==> src/rtl/wdtfe_pkg.sv <==
package wdtfe_pkg;
  typedef enum logic [1:0] {
    UL_LOCKED = 2'd0,
    UL_ARMED  = 2'd1,
    UL_OPEN   = 2'd2
  } unlock_t;

  localparam logic [2:0] SZ_BYTE = 3'd1;
  localparam logic [2:0] SZ_WORD = 3'd2;
  localparam logic [2:0] SZ_LONG = 3'd4;

  localparam logic [7:0] KEY_FIRST  = 8'h80;
  localparam logic [7:0] KEY_SECOND = 8'h86;
endpackage

==> src/rtl/wdtfe_decode.sv <==
module wdtfe_decode
  import wdtfe_pkg::*;
#(
  parameter int ADDR_W   = 4,
  parameter int DATA_W   = 32,
  parameter logic [ADDR_W-1:0] OFF_PRE1 = 'h0,
  parameter logic [ADDR_W-1:0] OFF_PRE2 = 'h4,
  parameter logic [ADDR_W-1:0] OFF_CTL  = 'hC
) (
  input  logic              req_valid,
  input  logic              req_write,
  input  logic [ADDR_W-1:0] req_addr,
  input  logic [2:0]        req_size,
  input  logic [DATA_W-1:0] req_wdata,
  output logic              wr_any,
  output logic              wr_wide,
  output logic              wr_long,
  output logic              wr_word,
  output logic              key_first,
  output logic              key_second,
  output logic              hit_pre1,
  output logic              hit_pre2,
  output logic              hit_ctl,
  output logic              rd_any,
  output logic              rd_ctl_word,
  output logic [DATA_W-1:0] wdata_masked
);
  logic size_ok;

  always_comb begin
    size_ok = (req_size == SZ_BYTE) || (req_size == SZ_WORD) || (req_size == SZ_LONG);
    wdata_masked = '0;
    case (req_size)
      SZ_BYTE: wdata_masked[7:0]  = req_wdata[7:0];
      SZ_WORD: wdata_masked[15:0] = req_wdata[15:0];
      default: wdata_masked       = req_wdata;
    endcase
    wr_any      = req_valid && req_write && size_ok;
    rd_any      = req_valid && !req_write && size_ok;
    wr_long     = wr_any && (req_size == SZ_LONG);
    wr_word     = wr_any && (req_size == SZ_WORD);
    wr_wide     = wr_long || wr_word;
    hit_pre1    = (req_addr == OFF_PRE1);
    hit_pre2    = (req_addr == OFF_PRE2);
    hit_ctl     = (req_addr == OFF_CTL);
    key_first   = hit_ctl && (wdata_masked == DATA_W'(KEY_FIRST));
    key_second  = hit_ctl && (wdata_masked == DATA_W'(KEY_SECOND));
    rd_ctl_word = rd_any && hit_ctl && (req_size == SZ_WORD);
  end
endmodule

==> src/rtl/wdtfe_unlock.sv <==
module wdtfe_unlock
  import wdtfe_pkg::*;
(
  input  logic    clk,
  input  logic    rst,
  input  logic    wr_any,
  input  logic    wr_wide,
  input  logic    key_first,
  input  logic    key_second,
  output unlock_t state,
  output logic    grant
);
  unlock_t state_nx;

  always_comb begin
    grant    = wr_wide && (state == UL_OPEN) && !key_first;
    state_nx = state;
    if (wr_any && key_first)
      state_nx = UL_ARMED;
    else if (wr_any && key_second && (state == UL_ARMED))
      state_nx = UL_OPEN;
    else if (grant)
      state_nx = UL_LOCKED;
  end

  always_ff @(posedge clk) begin
    if (rst) state <= UL_LOCKED;
    else     state <= state_nx;
  end

  p_key_first_r1: assert property (@(posedge clk) disable iff (rst)
    (wr_any && key_first) |=> (state == UL_ARMED));

  p_key_second_r2: assert property (@(posedge clk) disable iff (rst)
    (wr_any && key_second && state == UL_ARMED) |=> (state == UL_OPEN));

  p_single_shot_r3: assert property (@(posedge clk) disable iff (rst)
    grant |=> (state == UL_LOCKED));

  p_ignore_r9: assert property (@(posedge clk) disable iff (rst)
    (wr_any && !key_first && (state == UL_LOCKED || (state == UL_ARMED && !key_second)))
    |=> $stable(state));

  p_legal_state_r10: assert property (@(posedge clk) disable iff (rst)
    state != 2'd3);
endmodule

==> src/rtl/wdtfe_rdata.sv <==
module wdtfe_rdata #(
  parameter int DATA_W   = 32,
  parameter int FLAG_BIT_A = 9,
  parameter int FLAG_BIT_B = 12
) (
  input  logic              clk,
  input  logic              rst,
  input  logic              rd_any,
  input  logic              rd_ctl_word,
  input  logic              flag,
  output logic              rd_valid,
  output logic [DATA_W-1:0] rd_data
);
  localparam logic [DATA_W-1:0] FLAG_WORD =
    (DATA_W'(1) << FLAG_BIT_A) | (DATA_W'(1) << FLAG_BIT_B);

  always_ff @(posedge clk) begin
    if (rst) begin
      rd_valid <= 1'b0;
      rd_data  <= '0;
    end else begin
      rd_valid <= rd_any;
      if (rd_any)
        rd_data <= (rd_ctl_word && flag) ? FLAG_WORD : '0;
    end
  end

  p_read_zero_r7: assert property (@(posedge clk) disable iff (rst)
    (rd_any && !rd_ctl_word) |=> (rd_data == '0));

  p_read_flag_r7: assert property (@(posedge clk) disable iff (rst)
    (rd_ctl_word && flag) |=> (rd_data != '0) && rd_valid);
endmodule

==> src/rtl/wdt_regfront.sv <==
module wdt_regfront
  import wdtfe_pkg::*;
#(
  parameter int ADDR_W     = 4,
  parameter int DATA_W     = 32,
  parameter int PRELOAD_W  = 20,
  parameter int RELOAD_BIT = 8,
  parameter int CLR_BIT_A  = 9,
  parameter int CLR_BIT_B  = 12
) (
  input  logic                 clk,
  input  logic                 rst,
  input  logic                 req_valid,
  input  logic                 req_write,
  input  logic [ADDR_W-1:0]    req_addr,
  input  logic [2:0]           req_size,
  input  logic [DATA_W-1:0]    req_wdata,
  input  logic                 prev_reboot,
  output logic                 rd_valid,
  output logic [DATA_W-1:0]    rd_data,
  output logic                 preload1_we,
  output logic                 preload2_we,
  output logic [PRELOAD_W-1:0] preload_val,
  output logic                 reload_pulse,
  output logic                 flag_clr_pulse
);
  logic wr_any, wr_wide, wr_long, wr_word, key_first, key_second;
  logic hit_pre1, hit_pre2, hit_ctl, rd_any, rd_ctl_word, grant;
  logic [DATA_W-1:0] wdata_masked;
  unlock_t state;

  wdtfe_decode #(.ADDR_W(ADDR_W), .DATA_W(DATA_W)) u_decode (
    .req_valid(req_valid), .req_write(req_write), .req_addr(req_addr),
    .req_size(req_size), .req_wdata(req_wdata),
    .wr_any(wr_any), .wr_wide(wr_wide), .wr_long(wr_long), .wr_word(wr_word),
    .key_first(key_first), .key_second(key_second),
    .hit_pre1(hit_pre1), .hit_pre2(hit_pre2), .hit_ctl(hit_ctl),
    .rd_any(rd_any), .rd_ctl_word(rd_ctl_word), .wdata_masked(wdata_masked)
  );

  wdtfe_unlock u_unlock (
    .clk(clk), .rst(rst), .wr_any(wr_any), .wr_wide(wr_wide),
    .key_first(key_first), .key_second(key_second),
    .state(state), .grant(grant)
  );

  wdtfe_rdata #(.DATA_W(DATA_W), .FLAG_BIT_A(CLR_BIT_A), .FLAG_BIT_B(CLR_BIT_B)) u_rdata (
    .clk(clk), .rst(rst), .rd_any(rd_any), .rd_ctl_word(rd_ctl_word),
    .flag(prev_reboot), .rd_valid(rd_valid), .rd_data(rd_data)
  );

  logic act_pre1, act_pre2, act_reload, act_clr;

  always_comb begin
    act_pre1   = grant && wr_long && hit_pre1;
    act_pre2   = grant && wr_long && hit_pre2;
    act_reload = grant && wr_word && hit_ctl && wdata_masked[RELOAD_BIT];
    act_clr    = grant && wr_word && hit_ctl &&
                 (wdata_masked[CLR_BIT_A] || wdata_masked[CLR_BIT_B]);
  end

  always_ff @(posedge clk) begin
    if (rst) begin
      preload1_we    <= 1'b0;
      preload2_we    <= 1'b0;
      preload_val    <= '0;
      reload_pulse   <= 1'b0;
      flag_clr_pulse <= 1'b0;
    end else begin
      preload1_we    <= act_pre1;
      preload2_we    <= act_pre2;
      reload_pulse   <= act_reload;
      flag_clr_pulse <= act_clr;
      if (act_pre1 || act_pre2)
        preload_val <= wdata_masked[PRELOAD_W-1:0];
    end
  end

  p_byte_inert_r8: assert property (@(posedge clk) disable iff (rst)
    (req_valid && req_write && req_size == SZ_BYTE)
    |=> !(preload1_we || preload2_we || reload_pulse || flag_clr_pulse));

  p_one_target_r4: assert property (@(posedge clk) disable iff (rst)
    $onehot0({preload1_we, preload2_we, reload_pulse || flag_clr_pulse}));

  p_locked_quiet_r9: assert property (@(posedge clk) disable iff (rst)
    (state != UL_OPEN) |=> !(preload1_we || preload2_we || reload_pulse || flag_clr_pulse));

  p_pulse_short_r11: assert property (@(posedge clk) disable iff (rst)
    reload_pulse |=> !reload_pulse);
endmodule

==> config.mk <==
export PLATFORM = sky130hd
export DESIGN_NAME = wdt_regfront
export DESIGN_NICKNAME = d
export VERILOG_FILES = /design/src/rtl/wdtfe_pkg.sv /design/src/rtl/wdtfe_decode.sv /design/src/rtl/wdtfe_unlock.sv /design/src/rtl/wdtfe_rdata.sv /design/src/rtl/wdt_regfront.sv
export SDC_FILE = /design/constraint.sdc
export NUM_CORES = 1
export LEC_CHECK = 0
export CAP_MARGIN = 40
export CORE_MARGIN = 4
export CORE_UTILIZATION = 32
export DETAILED_ROUTE_END_ITERATION = 12
export PLACE_DENSITY_LB_ADDON = 0.2
export SLEW_MARGIN = 25
export SYNTH_ARGS = -nofsm -noshare
export SYNTH_HDL_FRONTEND = slang
export SYNTH_SLANG_ARGS = --single-unit
==> constraint.sdc <==
create_clock -name clk -period 1.5 [get_ports clk]
set_input_delay 0.3 -clock clk [delete_from_list [all_inputs] [get_ports clk]]
set_output_delay 0.3 -clock clk [all_outputs]
set_load 0.01 [all_outputs]
==> run metrics, run 1 <==
Vias=1,601; Core ar.=4380 um^2; highest-count cells in the layout ignoring fill and taps=buf_4 (36), conb_1 (30), dfxtp_1 (26), nand2_1 (23), clkdlybuf4s50_1 (18); DRC=0; post-synthesis compound-gate area fraction=0.119; total grt overflow=0; initial drt markers=52; PnR worst setup slack=-0.109 ns; number of global-route vias before repair=1,413; Pleak=1.30 nW; total die area=5670 um^2; Gate Count Post-Synth=182; largest family of logic cells by synthesized area=simple AND/OR/NAND/NOR gates; Sw Ratio=0.234; ratio of cells with drive above 1 in the final layout=0.380; drt first pass iters=4; largest fanout on the critical path=6; commonest non-fill, non-tap cell in the layout=buf_4; worst min-delay path class=primary input to flop; total CTS buffers=3; register-to-register setup slack=-0.11 ns; fraction of registers with async set/reset=0; clk buf depth=2; CTS tree=done; first-pass GRT wire length=6360 um; post-synthesis area per instance=7.97 um^2; clock root cell=clkbuf_8; GRT Total Usage=0.142; hold_buf cts=0; hold_sp=req_addr[2]; period utilization=1.07; die width=75.3 um; Yosys reg bits=28; logic gate share of total power=0.173; PortBufs=70; WHS Endpoint=preload1_we; cells on worst reg2reg path=6; CP Launch Type=flop; Final Hold Fails=0; GPL Wtd Cong=0.786; Max Cap Viol=0; CP Data Required Time=1.67 ns; area grow syn2layout=83.3%; n_diodes=0; outcome=finished with violations; Int Pwr=1.24 mW; worst r2r src=u_unlock.state[0]; final instance area=2660 um^2; Netlist cell types=34; VDD IR-drop max=0.335 mV; Die Ht=75.3 um; YS warnings=0; Post-Syn Area=1450 um^2; hpwl dp=3310 um; Critical Path AT=1.77 ns; Clock Pin Slew Worst Setup and Hold Paths=0.09 ns; dpl cell area=2280 um^2; Worst-Skew Late Latency=0.27 ns; final setup skew=0.00125 ns; sequential area share after synthesis=0.387; Max Slew Vio Count=0; clock share of power=0.367; pwr dens=608 nW/um^2; failing checks=setup timing; post-route ant nets=0; clock sink count=28; area leader, netlist=dfxtp_1; largest net degree at the start of global routing=19; synth top area cells=dfxtp_1 (39%), buf_4 (16%), a21oi_1 (7.9%), nand2_1 (7.5%), nand3_1 (4.5%); Power Total=1.62 mW; Fmax achieved=0.622 GHz; mux cell area share after synthesis=0.00690; Sw Pwr=378 uW; total wire length=4740 um; XOR/XNOR Fraction of Synth Area=0.0121; htree depth=1; FF-to-FF End=preload_val[7]; Site Rows=24; unrepaired setup endpoints after global routing=true; Final Setup Violations=20; initial antenna violation count=0; Vias/cell=4.72; initial core utilization=0.331; critical path type=flop to flop; crit end category=flop; simple-gate share of the synthesized area=0.278; Period minus WS final=1.61 ns; adder-cell area share of the yosys netlist=0; post-synth top area share=0.387; nets=332; num ports=101; Hold Path Depth=2; Wirelength per Cell=14.0 um; sequential share of power=0.460; most used flip-flop cell after synthesis=dfxtp_1; number of flops mapped to enable cells by yosys=0
## synthesized netlist by cell type, types with 3 or more instances
cell type,count
a21oi_1,23
buf_2,4
buf_4,31
clkbuf_1,4
dfxtp_1,28
inv_1,4
nand2_1,29
nand3_1,13
nand4_1,3
nor2_1,7
nor4_1,9
## flip-flops by register name, indices dropped and copies added, names as in the netlist
register	flops
preload1_we	1
flag_clr_pulse	1
u_rdata.rd_valid	1
u_rdata.rd_data	1
reload_pulse	1
preload_val	20
u_unlock.state	2
preload2_we	1
## kinds of logic after synthesis
kind of cell / Yosys count
and+or+nand+nor: 77
buffers and inverters: 43
AOI/OAI and AO/OA: 30
DFF: 28
xor gates and xnor gates: 2
muxes: 1
other: 1
## power groups by stage
stage / registers [mW] / logic (mW) / clock network, mW
2_1_floorplan: 0.761 / 0.136 / 0
3_3_place_gp: 0.761 / 0.264 / 0
3_5_place_dp: 0.761 / 0.264 / 0
4_1_cts: 0.744 / 0.258 / 0.602
5_1_grt: 0.744 / 0.302 / 0.630
6_report: 0.743 / 0.280 / 0.592
## repair_timing
action                                  4_1_cts  5_1_grt
endpoints found under the setup margin       28       39
setup buffers                                 5        5
pin swaps                                    52       31
gates resized for setup                      78       71
cloned                                        2        2
## final cells by class
| cell class | instances | area [um^2] |
|---|---|---|
| tap | 52 | 65.1 |
| sequential | 28 | 563 |
| clock buffer | 3 | 41.3 |
| timing repair buffer | 108 | 956 |
| fill | 400 | 1730 |
| multi-input combinational | 143 | 987 |
| clock inverter | 1 | 30.0 |
| inverter | 4 | 15.0 |
## how the worst max path moves through the flow
stage                           start                 to  cells after the start
floorplan                 req_addr[1]  u_unlock.state[0]                      5
global placement          req_size[1]    preload_val[16]                      8
detailed placement        req_addr[3]  u_unlock.state[0]                      7
CTS                 u_unlock.state[0]     preload_val[5]                      6
global route        u_unlock.state[0]     preload_val[5]                      6
finish              u_unlock.state[0]     preload_val[7]                      6
## through the flow
step | instances | setup TNS [ns] | setup WS (ns) | utilization | hold slack [ns]
floorplan | 211 | 0 | 0.00206 | - | 0.370
global placement | 321 | -15.85 | -0.620 | 0.519 | 0.440
detailed placement | 321 | -16.38 | -0.653 | 0.519 | 0.443
CTS | 332 | -1.89 | -0.114 | 0.566 | 0.216
global route | 339 | -3.36 | -0.186 | 0.606 | 0.196
finish | 339 | -1.31 | -0.109 | 0.606 | 0.199
## worst max-delay path, cell delays in order, from the launching register on
cell and delay (ns):
dfxtp_2 0.34, nor3b_2 0.15, nand4_1 0.14, buf_4 0.18, or4_4 0.55, nand2_1 0.09, a21oi_1 0.05
## routing by layer
layer,part of all wire,wire [um],vias up,track usage
li1,-,-,785,-
met1,0.38,1810,747,0.172
met2,0.51,2430,62,0.258
met3,0.089,423,7,0.0251
met4,0.018,83,0,0.0350
met5,0,0,-,0
No activity file was read; power rests on OpenSTA's default activity.
==> inputs of run 2 (changes only) <==
Settings changed: PLACE_DENSITY set to 0.81, PLACE_DENSITY_LB_ADDON 0.2 to not set.
==> run metrics, run 2 (same netlist as run 1, synthesis figures left out) <==
outcome=finished with violations (unchanged); failing checks=setup timing (unchanged); Hold Path Depth=3 (was 2); hold_buf cts=0 (unchanged); initial drt markers=92 (was 52); Final Hold Fails=0 (unchanged); clock sink count=28 (unchanged); PortBufs=70 (unchanged); PnR worst setup slack=-0.0781 ns (was -0.109 ns); htree depth=1 (unchanged); Critical Path AT=1.78 ns (was 1.77 ns); final instance area=2610 um^2 (was 2660 um^2); total CTS buffers=3 (unchanged); clock root cell=clkbuf_8 (unchanged); first-pass GRT wire length=6730 um (was 6360 um); num ports=101 (unchanged); dpl cell area=2290 um^2 (was 2280 um^2); worst min-delay path class=primary input to flop (unchanged); CP Data Required Time=1.70 ns (was 1.67 ns); initial antenna violation count=0 (unchanged); commonest non-fill, non-tap cell in the layout=buf_4 (unchanged); initial core utilization=0.331 (unchanged); Vias=1,593 (was 1,601); cells on worst reg2reg path=5 (was 6); Core ar.=4380 um^2 (unchanged); largest net degree at the start of global routing=23 (was 19); Fmax achieved=0.634 GHz (was 0.622 GHz); drt first pass iters=4 (unchanged); worst r2r src=u_unlock.state[0] (unchanged); Die Ht=75.3 um (unchanged); unrepaired setup endpoints after global routing=true (unchanged); ratio of cells with drive above 1 in the final layout=0.332 (was 0.380); CP Launch Type=primary input (was flop); Site Rows=24 (unchanged); Clock Pin Slew Worst Setup and Hold Paths=0.10 ns (was 0.09 ns); Biggest register=preload_val (unchanged); Pleak=1.22 nW (was 1.30 nW); total grt overflow=0 (unchanged); FF-to-FF End=preload_val[0] (was preload_val[7]); post-route ant nets=0 (unchanged); n_diodes=0 (unchanged); Power Total=1.50 mW (was 1.62 mW); hpwl dp=3400 um (was 3310 um); period utilization=1.05 (was 1.07); FILL cells=362 (was 400); critical path type=primary input to flop (was flop to flop); crit end category=flop (unchanged); highest-count cells in the layout ignoring fill and taps=buf_4 (35), conb_1 (30), nand2_1 (28), dfxtp_1 (26), clkdlybuf4s50_1 (20) (was buf_4 (36), conb_1 (30), dfxtp_1 (26), nand2_1 (23), clkdlybuf4s50_1 (18)); VDD IR-drop max=0.371 mV (was 0.335 mV); WHS Endpoint=preload1_we (unchanged); largest registers=preload_val x20, u_unlock.state x2 (unchanged); GPL Wtd Cong=0.894 (was 0.786); Worst-Skew Late Latency=0.28 ns (was 0.27 ns); nets=328 (was 332); Max Slew Vio Count=0 (unchanged); clk buf depth=2 (unchanged); total die area=5670 um^2 (unchanged); area grow syn2layout=79.9% (was 83.3%); hold_sp=req_addr[2] (unchanged); Period minus WS final=1.58 ns (was 1.61 ns); largest fanout on the critical path=2 (was 6); register-to-register setup slack=-0.08 ns (was -0.11 ns); total negative slack=-1.03 ns (was -1.31 ns); final setup skew=0.00807 ns (was 0.00125 ns); Wirelength per Cell=14.6 um (was 14.0 um); total wire length=4880 um (was 4740 um); GRT Total Usage=0.155 (was 0.142); die width=75.3 um (unchanged); Max Cap Viol=0 (unchanged); Final Setup Violations=24 (was 20); DRC=0 (unchanged); Vias/cell=4.76 (was 4.72); CTS tree=done (unchanged); max reg flops=20 (unchanged); number of global-route vias before repair=1,524 (was 1,413); pwr dens=575 nW/um^2 (was 608 nW/um^2)
==> run 2: changes by cell type in the layout (fill, tap and decap cells not counted), sizes merged <==
| cell | before | now |
|---|---|---|
| clkdlybuf4s15 | 9 | 13 |
| clkbuf | 14 | 11 |
| dlymetal6s2s | 14 | 11 |
| or4 | 4 | 1 |
| clkdlybuf4s50 | 18 | 20 |
| bufinv | 1 | 0 |
==> run 2: area by class of cell <==
cell class,instances,area (um^2),area share
Tap cell,52,65.1,0.0249
Multi-Input combinational cell,140,946,0.363
Sequential cell,28,563,0.216
Clock buffer,4,55.1,0.0211
Timing Repair Buffer,107,965,0.370
Inverter,4,15.0,0.00576
==> run 2: what timing repair did <==
item	4_1_cts	5_1_grt
pin swaps	28	15
gates cloned	1	0
endpoints found under the setup margin	30	37
setup buffers	7	0
hold endpoints to repair	0	0
resized for setup	98	43
==> run 2: per-stage QoR <==
step                 util  instances  hold WS [ns]  setup slack [ns]
floorplan               -        211         0.370           0.00206
global placement    0.523        323         0.440            -0.859
detailed placement  0.523        323         0.444            -0.934
CTS                 0.582        335         0.254           -0.0962
global route        0.595        335         0.262            -0.152
finish              0.595        335         0.255           -0.0781
==> run 2: metal layers <==
layer	vias up	share of wire	track usage
met3	9	0.095	0.0383
met1	731	0.37	0.168
met5	-	0	0
met4	0	0.016	0.0660
met2	80	0.52	0.284
li1	773	-	-
==> run 2: how the worst max path moves through the flow <==
| stage | to | from | cells after the start |
|---|---|---|---|
| 2_1_floorplan | u_unlock.state[0] | req_addr[1] | 5 |
| 3_3_place_gp | u_unlock.state[0] | req_addr[3] | 6 |
| 3_5_place_dp | u_unlock.state[0] | req_addr[3] | 6 |
| 4_1_cts | preload_val[10] | u_unlock.state[0] | 7 |
| 5_1_grt | u_unlock.state[0] | req_wdata[13] | 7 |
| 6_report | u_unlock.state[0] | req_wdata[13] | 7 |
==> run 2: power by group <==
| group | internal, mW | switching, mW | leakage (nW) |
|---|---|---|---|
| Combinational | 0.138 | 0.145 | 0.965 |
| Clock | 0.235 | 0.237 | 0.0288 |
| Sequential | 0.743 | 0.000149 | 0.226 |
==> run 2: critical path, stage by stage <==
cell	delay, ns
dlygate4sd2_1	0.26
nor4_2	0.29
buf_4	0.17
a21oi_4	0.07
a211oi_4	0.28
nand3b_1	0.13
a221oi_2	0.27
==> inputs of run 3 (changes only) <==
Settings changed: TNS_END_PERCENT set to 30.
==> run metrics, run 3 (same netlist as run 1, synthesis figures left out) <==
total CTS buffers=3 (unchanged); ratio of cells with drive above 1 in the final layout=0.318 (was 0.332); first-pass GRT wire length=7110 um (was 6730 um); largest registers=preload_val x20, u_unlock.state x2 (unchanged); Vias/cell=4.81 (was 4.76); crit end category=flop (unchanged); CP Launch Type=flop (was primary input); PnR worst setup slack=-0.0783 ns (was -0.0781 ns); Final Setup Violations=23 (was 24); GRT Total Usage=0.165 (was 0.155); Critical Path AT=1.75 ns (was 1.78 ns); Sw Pwr=389 uW (was 383 uW); Period minus WS final=1.58 ns (about the same); largest fanout on the critical path=6 (was 2); FF-to-FF End=preload_val[9] (was preload_val[0]); drt first pass iters=4 (unchanged); worst r2r src=u_unlock.state[0] (unchanged); Clock Pin Slew Worst Setup and Hold Paths=0.10 ns (about the same); initial core utilization=0.331 (unchanged); clock root cell=clkbuf_8 (unchanged); VDD IR-drop max=0.357 mV (was 0.371 mV); hpwl dp=3580 um (was 3400 um); total die area=5670 um^2 (unchanged); clock share of power=0.316 (was 0.315); largest net degree at the start of global routing=16 (was 23); Max Slew Vio Count=0 (unchanged); clk buf depth=2 (unchanged); period utilization=1.05 (about the same); Site Rows=24 (unchanged); Final Hold Fails=0 (unchanged); Biggest register=preload_val (unchanged); commonest non-fill, non-tap cell in the layout=buf_4 (unchanged); number of global-route vias before repair=1,530 (was 1,524); total wire length=5150 um (was 4880 um); failing checks=setup timing (unchanged); highest-count cells in the layout ignoring fill and taps=buf_4 (33), conb_1 (30), dfxtp_1 (26), nand2_1 (25) (was buf_4 (35), conb_1 (30), nand2_1 (28), dfxtp_1 (26), clkdlybuf4s50_1 (20)); n_diodes=0 (unchanged); CTS tree=done (unchanged); outcome=finished with violations (unchanged); num ports=101 (unchanged); max reg flops=20 (unchanged); WHS Endpoint=preload_val[5] (was preload1_we); final setup skew=0.00244 ns (was 0.00807 ns); Wirelength per Cell=15.4 um (was 14.6 um); PortBufs=70 (unchanged); nets=328 (unchanged); Power Total=1.50 mW (about the same); initial drt markers=53 (was 92); logic gate share of total power=0.189 (about the same); Die Ht=75.3 um (unchanged); Max Cap Viol=0 (unchanged); register area=563 um^2 (unchanged); htree depth=1 (unchanged); pwr dens=585 nW/um^2 (was 575 nW/um^2); total grt overflow=0 (unchanged); register-to-register setup slack=-0.08 ns (about the same); Core ar.=4380 um^2 (unchanged); CP Data Required Time=1.67 ns (was 1.70 ns); hold_sp=req_wdata[5] (was req_addr[2]); die width=75.3 um (unchanged); sequential share of power=0.495 (was 0.496); Vias=1,611 (was 1,593); unrepaired setup endpoints after global routing=true (unchanged); multi-input logic area=946 um^2 (unchanged); Worst-Skew Late Latency=0.28 ns (about the same); Pleak=1.24 nW (was 1.22 nW); Hold Path Depth=3 (unchanged); critical path type=flop to flop (was primary input to flop); post-route ant nets=0 (unchanged); GPL Wtd Cong=0.891 (was 0.894); Fmax achieved=0.634 GHz (about the same); initial antenna violation count=0 (unchanged); Fin Hold WS=0.294 ns (was 0.255 ns); area grow syn2layout=77.1% (was 79.9%); worst min-delay path class=primary input to flop (unchanged); cells on worst reg2reg path=6 (was 5); FILL cells=375 (was 362); Int Pwr=1.11 mW (was 1.12 mW); DRC=0 (unchanged); Sw Ratio=0.259 (was 0.255); clock sink count=28 (unchanged)
-- run 3: cell count changes in the layout (fill, tap and decap cells not counted), moves of 3 or more --
cell / delta
dlygate4sd2_1: +4
buf_2: +3
buf_6: -3
nand2_1: -3
nand2_2: +3
or4_4: +3
-- run 3: worst max path at each step --
stage	startpoint	end	slack (ns)	cells after the start
after floorplan	req_addr[1]	preload_val[2]	-0.005	5
after global placement	req_addr[2]	u_unlock.state[0]	-0.67	6
after CTS	u_unlock.state[0]	preload_val[12]	-0.16	6
after global routing	u_unlock.state[0]	preload_val[18]	-0.18	7
final	u_unlock.state[0]	preload_val[9]	-0.08	6
after detailed placement	req_wdata[18]	u_unlock.state[0]	-0.82	6
-- run 3: power by group through the flow --
stage | clock network, mW | logic [mW] | registers, mW
finish | 0.476 | 0.284 | 0.743
global route | 0.511 | 0.305 | 0.744
detailed placement | 0 | 0.269 | 0.761
floorplan | 0 | 0.136 | 0.761
global placement | 0 | 0.265 | 0.761
CTS | 0.477 | 0.276 | 0.743
-- run 3: cell type report --
| type | instances | share of cell area |
|---|---|---|
| flip-flops and latches | 28 | 0.219 |
| multi-input cells | 143 | 0.368 |
| well taps | 52 | 0.0253 |
| repair buffers | 104 | 0.360 |
| inverters | 4 | 0.00585 |
| clock buffers | 4 | 0.0214 |
-- run 3: timing repair --
item / in CTS / in global routing
setup endpoints to repair: 30 / 38
gates resized for setup: 88 / 37
hold buffers: 0 / 0
buffers inserted: 5 / 1
endpoints found under the hold margin: 0 / 0
gates cloned: 4 / 0
pin swaps: 40 / 18
-- run 3: through the flow --
| step | area, um^2 | instances | util | setup WS (ns) | setup TNS [ns] |
|---|---|---|---|---|---|
| 3_3_place_gp | 2280 | 322 | 0.521 | -0.671 | -16.77 |
| 5_1_grt | 2570 | 335 | 0.586 | -0.176 | -3.37 |
| 2_1_floorplan | 1570 | 211 | - | -0.00481 | -0.0314 |
| 6_report | 2570 | 335 | 0.586 | -0.0783 | -1.46 |
| 4_1_cts | 2490 | 334 | 0.568 | -0.156 | -1.90 |
| 3_5_place_dp | 2280 | 322 | 0.521 | -0.823 | -18.89 |
-- run 3: per-layer routing --
layer / vias up / global-route usage / share of wire
met5: - / 0 / 0
met4: 0 / 0.0621 / 0.017
met3: 8 / 0.0237 / 0.086
met2: 74 / 0.303 / 0.50
met1: 755 / 0.192 / 0.39
li1: 774 / - / -
-- run 3: critical path, stage by stage, from the launching register on --
cell,delay (ns)
dfxtp_2,0.35
nor3b_2,0.14
nand4_1,0.14
buf_4,0.19
or4_4,0.49
nand2_1,0.10
a21oi_1,0.06
